File: config.mk
export PLATFORM = sky130hd
export DESIGN_NAME = uart_brk_tx
export DESIGN_NICKNAME = d
export VERILOG_FILES = /design/src/rtl/uart_brk_pkg.sv /design/src/rtl/uart_brk_ctl.sv /design/src/rtl/uart_brk_hold.sv /design/src/rtl/uart_brk_seq.sv /design/src/rtl/uart_brk_shift.sv /design/src/rtl/uart_brk_tx.sv
export SDC_FILE = /design/constraint.sdc
export NUM_CORES = 1
export LEC_CHECK = 0
export BUFFER_PORTS_ARGS = -buffer_cell sky130_fd_sc_hd__buf_2
export CAP_MARGIN = 20
export CORE_MARGIN = 3
export CORE_UTILIZATION = 56
export CTS_CLUSTER_DIAMETER = 30
export DETAILED_ROUTE_END_ITERATION = 12
export PLACE_DENSITY = 0.77
export SLEW_MARGIN = 15
export SYNTH_ARGS = -nofsm -noshare
export SYNTH_HDL_FRONTEND = slang
export SYNTH_SLANG_ARGS = --single-unit
File: constraint.sdc
create_clock -name clk -period 2.9 [get_ports clk]
set_input_delay 0 -clock clk [delete_from_list [all_inputs] [get_ports clk]]
set_output_delay 0 -clock clk [all_outputs]
set_load 0.02 [all_outputs]
File: src/rtl/uart_brk_pkg.sv
package uart_brk_pkg;
  typedef enum logic [1:0] {
    CH_DATA  = 2'd0,
    CH_IDLE  = 2'd1,
    CH_BREAK = 2'd2,
    CH_MARK  = 2'd3
  } ch_kind_e;
endpackage

File: src/rtl/uart_brk_ctl.sv
// Control bits with write gating; emits one-cycle pulses on enable and break rises.
module uart_brk_ctl (
  input  logic clk,
  input  logic rst_n,
  input  logic glob_en,
  input  logic ctl_wr,
  input  logic wr_tx_en,
  input  logic wr_brk,
  output logic tx_en_q,
  output logic brk_q,
  output logic en_rise,
  output logic brk_rise
);
  logic wr_ok;
  assign wr_ok = ctl_wr & glob_en;

  always_ff @(posedge clk) begin
    if (!rst_n) begin
      tx_en_q  <= 1'b0;
      brk_q    <= 1'b0;
      en_rise  <= 1'b0;
      brk_rise <= 1'b0;
    end else begin
      en_rise  <= 1'b0;
      brk_rise <= 1'b0;
      if (wr_ok) begin
        tx_en_q  <= wr_tx_en;
        brk_q    <= wr_brk;
        en_rise  <= wr_tx_en & ~tx_en_q;
        brk_rise <= wr_brk & ~brk_q;
      end
    end
  end
endmodule

File: src/rtl/uart_brk_hold.sv
// One-byte holding register; its empty flag is the upstream ready.
module uart_brk_hold #(
  parameter int DATA_W = 8
) (
  input  logic              clk,
  input  logic              rst_n,
  input  logic              in_valid,
  input  logic [DATA_W-1:0] in_data,
  input  logic              take,
  output logic              empty,
  output logic [DATA_W-1:0] hold_data
);
  always_ff @(posedge clk) begin
    if (!rst_n) begin
      empty     <= 1'b1;
      hold_data <= '0;
    end else if (in_valid && empty) begin
      hold_data <= in_data;
      empty     <= 1'b0;
    end else if (take) begin
      empty <= 1'b1;
    end
  end
endmodule

File: src/rtl/uart_brk_seq.sv
// Chooses the next character at each boundary: break, trailing mark, preamble, data.
module uart_brk_seq
  import uart_brk_pkg::*;
#(
  parameter int DATA_W  = 8,
  parameter int FRAME_W = DATA_W + 2,
  parameter int LEN_W   = 4
) (
  input  logic               clk,
  input  logic               rst_n,
  input  logic               tx_en,
  input  logic               brk_on,
  input  logic               en_rise,
  input  logic               brk_rise,
  input  logic               have_data,
  input  logic [DATA_W-1:0]  hold_data,
  input  logic               busy,
  input  logic               char_end,
  output logic               load,
  output logic [FRAME_W-1:0] load_frame,
  output logic [LEN_W-1:0]   load_len,
  output logic               take
);
  logic     brk_req, pre_req, tail_req;
  logic     slot, want_brk, want_pre;
  ch_kind_e kind;

  always_comb begin
    slot     = (!busy || char_end) && tx_en;
    want_brk = brk_on | brk_req;
    want_pre = pre_req | en_rise;
    load     = 1'b0;
    take     = 1'b0;
    kind     = CH_DATA;
    if (slot) begin
      if (want_brk) begin
        load = 1'b1;
        kind = CH_BREAK;
      end else if (tail_req) begin
        load = 1'b1;
        kind = CH_MARK;
      end else if (want_pre) begin
        load = 1'b1;
        kind = CH_IDLE;
      end else if (have_data) begin
        load = 1'b1;
        take = 1'b1;
        kind = CH_DATA;
      end
    end
  end

  always_comb begin
    load_len = LEN_W'(FRAME_W);
    case (kind)
      CH_DATA:  load_frame = {1'b1, hold_data, 1'b0};
      CH_IDLE:  load_frame = '1;
      CH_BREAK: load_frame = '0;
      default: begin
        load_frame = '1;
        load_len   = LEN_W'(1);
      end
    endcase
  end

  always_ff @(posedge clk) begin
    if (!rst_n || !tx_en) begin
      brk_req  <= 1'b0;
      pre_req  <= 1'b0;
      tail_req <= 1'b0;
    end else begin
      if (load && kind == CH_BREAK) brk_req <= 1'b0;
      else if (brk_rise)            brk_req <= 1'b1;

      if (load && (kind == CH_IDLE || kind == CH_BREAK)) pre_req <= 1'b0;
      else if (en_rise)                                  pre_req <= 1'b1;

      if (load && kind == CH_BREAK)     tail_req <= 1'b1;
      else if (load && kind == CH_MARK) tail_req <= 1'b0;
    end
  end
endmodule

File: src/rtl/uart_brk_shift.sv
// Frame shifter: OSR ticks per bit, LSB out first, reload on the last tick.
module uart_brk_shift #(
  parameter int FRAME_W = 10,
  parameter int OSR     = 16,
  parameter int LEN_W   = 4
) (
  input  logic               clk,
  input  logic               rst_n,
  input  logic               tick,
  input  logic               load,
  input  logic [FRAME_W-1:0] frame,
  input  logic [LEN_W-1:0]   len,
  output logic               busy,
  output logic               char_end,
  output logic               txd
);
  logic [FRAME_W-1:0] shreg;
  logic [LEN_W-1:0]   left;
  logic               bit_done;

  generate
    if (OSR == 1) begin : g_direct
      assign bit_done = busy & tick;
    end else begin : g_div
      localparam int CW = $clog2(OSR);
      logic [CW-1:0] tcnt;
      always_ff @(posedge clk) begin
        if (!rst_n || load)  tcnt <= '0;
        else if (busy && tick)
          tcnt <= (tcnt == CW'(OSR - 1)) ? '0 : tcnt + CW'(1);
      end
      assign bit_done = busy & tick & (tcnt == CW'(OSR - 1));
    end
  endgenerate

  assign char_end = bit_done & (left == LEN_W'(1));
  assign txd      = ~busy | shreg[0];

  always_ff @(posedge clk) begin
    if (!rst_n) begin
      busy  <= 1'b0;
      shreg <= '1;
      left  <= '0;
    end else if (load) begin
      busy  <= 1'b1;
      shreg <= frame;
      left  <= len;
    end else if (bit_done) begin
      shreg <= {1'b1, shreg[FRAME_W-1:1]};
      left  <= left - LEN_W'(1);
      if (left == LEN_W'(1)) busy <= 1'b0;
    end
  end
endmodule

File: src/rtl/uart_brk_tx.sv
module uart_brk_tx #(
  parameter int DATA_W = 8,
  parameter int OSR    = 16
) (
  input  logic              clk,
  input  logic              rst_n,
  input  logic              bit_tick,
  input  logic              glob_en,
  input  logic              ctl_wr,
  input  logic              ctl_tx_en,
  input  logic              ctl_brk,
  output logic              tx_en_q,
  output logic              brk_q,
  input  logic              in_valid,
  output logic              in_ready,
  input  logic [DATA_W-1:0] in_data,
  output logic              txd
);
  localparam int FRAME_W = DATA_W + 2;
  localparam int LEN_W   = $clog2(FRAME_W + 1);

  logic               en_rise, brk_rise;
  logic               empty, take;
  logic [DATA_W-1:0]  hold_data;
  logic               sh_busy, sh_end, sh_load;
  logic [FRAME_W-1:0] sh_frame;
  logic [LEN_W-1:0]   sh_len;

  uart_brk_ctl u_ctl (
    .clk(clk), .rst_n(rst_n), .glob_en(glob_en), .ctl_wr(ctl_wr),
    .wr_tx_en(ctl_tx_en), .wr_brk(ctl_brk),
    .tx_en_q(tx_en_q), .brk_q(brk_q), .en_rise(en_rise), .brk_rise(brk_rise)
  );

  uart_brk_hold #(.DATA_W(DATA_W)) u_hold (
    .clk(clk), .rst_n(rst_n), .in_valid(in_valid), .in_data(in_data),
    .take(take), .empty(empty), .hold_data(hold_data)
  );

  assign in_ready = empty;

  uart_brk_seq #(.DATA_W(DATA_W), .FRAME_W(FRAME_W), .LEN_W(LEN_W)) u_seq (
    .clk(clk), .rst_n(rst_n), .tx_en(tx_en_q), .brk_on(brk_q),
    .en_rise(en_rise), .brk_rise(brk_rise), .have_data(~empty),
    .hold_data(hold_data), .busy(sh_busy), .char_end(sh_end),
    .load(sh_load), .load_frame(sh_frame), .load_len(sh_len), .take(take)
  );

  uart_brk_shift #(.FRAME_W(FRAME_W), .OSR(OSR), .LEN_W(LEN_W)) u_shift (
    .clk(clk), .rst_n(rst_n), .tick(bit_tick), .load(sh_load),
    .frame(sh_frame), .len(sh_len), .busy(sh_busy), .char_end(sh_end),
    .txd(txd)
  );
endmodule

==> run metrics <==
outcome finished clean; # setup viols final 0; critical path's largest stage delay 0.42 ns; CTS Hold Buffers Added 16; worst reg2reg startpoint u_shift.left[0]; CTS buffer count 5; routed vias/inst 5.64; crit path DAT 2.69 ns; ANT nets after route 0; Worst Hold End u_ctl.brk_q; critical path class reg -> reg; total core area 0.00285 mm^2; Top Ports 20; cell area after layout 0.00202 mm^2; Critical Path Start Type register; Final Routed Wirelength 3.76 mm; Synth async-reset ratio 0%; hold path startpoint glob_en; vias in the first global route 1474; Die W 61.6 um; most frequent CP cell ha_1; share of cells above drive strength 1 16.2%; Max Root-Sink Buffers 2; Post-Route Skew 0.00154 ns; Mean Syn Cell Area 8.58 um^2; postcts setup bufs 0; first-iteration detailed-routing DRC count 57; TritonRoute pass-1 iters 4; Slowest-stage cell, CP nor2b_1; Crit path max-delay family simple AND/OR/NAND/NOR gates; unrepaired setup endpoints after global routing no; crit path cell chain ha_1 > and4b_1 > a21o_4 > and2_4 > inv_2 > ha_1 > nor2b_1 > a21oi_1 > nand3_1 > o211ai_1; Max-slew headroom 67.2%; FMAX 0.402 GHz; CTS tree yes; root buffer cell clkbuf_4; synth top area cells dfxtp_1 (40%), a21oi_1 (6.4%), nand2_1 (5.4%); worst skew pair latency 0.33 ns; grt ovf 0; Wirelength per Cell 14.1 um; setup TNS 0 ns; Worst Tran Pin Value 0.492 ns; Cell Area, Synth 0.00173 mm^2; gr usage total 23.3%; Power Total 883 uW; sequential share of the synthesized area 40.4%; IR drop worst, VDD 0.316 mV; area share of the leading cell type in the synthesized netlist 40.4%; Worst-path clk slew 0.10 ns; starting density of the core 60.7%; via count 1500; Lkg Pwr 0.760 nW; DP HPWL 2.62 mm; Layout Area Growth over Synthesis 16.6%; max cap viols 0; CTS sink count 35; largest net degree at the start of global routing 18; final hold vios 0; Syn Nets 225; Critical Path Sink Type register; fill count 230; DR DRC count 0; YS warnings 0; max-slew violations 0; first-pass GRT wire length 6.55 mm; Crit path required time 3.10 ns; Final Wtd Congestion 0.839; Cell Area, Placed 0.00180 mm^2; hold path depth 4; cell count after synthesis 202; Main synth FF type dfxtp_1; Die H 61.6 um; Reg2Reg Capture Point u_shift.shreg[7]; P per Cell Area 437 mW/mm^2; leading area contributor after synthesis dfxtp_1; die area 0.00380 mm^2; reg-to-reg slack, setup 0.41 ns; Synth cell types 43; HP Class in -> reg; crit-path max FO 17; Place WS 0.439 ns; Resized cells post-CTS 0; WP buf/inv 1; initial antenna violation count 0; r2r worst-path depth 10; EDFF count, synth 0; I/O Buffers 19; H-tree depth 2; final net count 258; fin crit share 85.8%; post-route setup slack 0.411 ns; post-synthesis register bit count 35; row count 19; diode count 0; Final min period 2.49 ns
worst max path at each step:
stage,startpoint,end,slack (ns),cells after the start
2_1_floorplan,u_ctl.tx_en_q,u_shift.shreg[1],0.70,11
3_3_place_gp,u_shift.left[0],u_shift.shreg[1],0.57,10
3_5_place_dp,u_shift.left[0],u_shift.shreg[3],0.44,10
4_1_cts,u_shift.left[0],u_shift.shreg[7],0.41,10
5_1_grt,u_shift.left[1],u_shift.shreg[7],0.19,11
6_report,u_shift.left[0],u_shift.shreg[7],0.41,10
per-layer routing:
| layer | track usage [%] | routed length, um | up-vias |
|---|---|---|---|
| met5 | 0 | 0 | - |
| met1 | 27.9 | 1640 | 684 |
| met4 | 6.67 | 34 | 0 |
| met2 | 40.2 | 1890 | 46 |
| li1 | - | - | 765 |
| met3 | 6.71 | 188 | 5 |
layout by cell type, fill, tap and decap left out, types with 2 or more instances in the layout:
master         synthesis  final
dfxtp_1               35     35
nand2_1               25     25
a21oi_1               22     22
buf_2                  1     19
nand3_1               18     18
dlygate4sd3_1          0     16
inv_1                 15     15
nor2_1                 8      8
mux2i_1                8      8
o211ai_1               8      8
nor3_1                 7      7
ha_1                   7      7
clkbuf_4               0      5
xnor2_1                4      4
and3_1                 3      3
and4b_1                2      2
and2_4                 2      2
o21ai_0                2      2
o21ai_1                2      2
xor2_1                 2      2
a211oi_2               2      2
a31oi_1                2      2
nor3b_1                2      2
report_power, final:
part | total, mW | internal, mW | switching (mW)
Combinational | 0.107 | 0.0468 | 0.0605
Sequential | 0.509 | 0.497 | 0.0116
Clock | 0.267 | 0.112 | 0.155
worst min-delay path, delay by kind of cell:
family	cells	cell delay [ns]
buffers and inverters	1	0.11
and+or+nand+nor	2	0.14
AOI/OAI and AO/OA	1	0.06
metrics by stage:
step | hold slack [ns] | std cells | utilization, %
6_report | 0.0153 | 266 | 70.8
5_1_grt | 0.0232 | 266 | 70.8
4_1_cts | 0.0101 | 266 | 70.8
3_5_place_dp | 0.248 | 243 | 63.2
3_3_place_gp | 0.241 | 243 | 63.2
2_1_floorplan | 0.120 | 202 | -
cells in the mapped netlist (2+ instances only):
cell type and n:
a211oi_2 2, a21oi_1 22, a31oi_1 2, and2_4 2
and3_1 3, and4b_1 2, buf_1 2, clkbuf_1 3
dfxtp_1 35, ha_1 7, inv_1 15, mux2i_1 8
nand2_1 25, nand3_1 18, nor2_1 8, nor3_1 7
nor3b_1 2, o211ai_1 8, o21ai_0 2, o21ai_1 2
xnor2_1 4, xor2_1 2
registers in the layout (all words and copies together), names as in the netlist, 4 cells and up:
signal,cells
u_shift.shreg,10
u_shift.left,4
u_shift.g_div.tcnt,4
u_hold.hold_data,8
cell families after synthesis:
family	after synthesis	share of synthesized area, %
AO/OA/AOI/OAI	46	18.1
XOR/XNOR	6	3.03
adder cells (fa/ha/maj)	7	5.05
buffers and inverters	26	7.29
flip-flops	35	40.4
multiplexers	8	4.62
AND/OR/NAND/NOR	74	21.5
layout make-up:
| class | count | area (um^2) | share of cell area, % |
|---|---|---|---|
| clock inverter | 1 | 5.00 | 0.248 |
| clock buffer | 6 | 51.3 | 2.54 |
| timing repair buffer | 35 | 255 | 12.6 |
| tap | 31 | 38.8 | 1.92 |
| multi-input combinational | 141 | 906 | 44.8 |
| sequential | 35 | 701 | 34.7 |
| inverter | 17 | 63.8 | 3.16 |
Power figures use the tool's default switching activity.
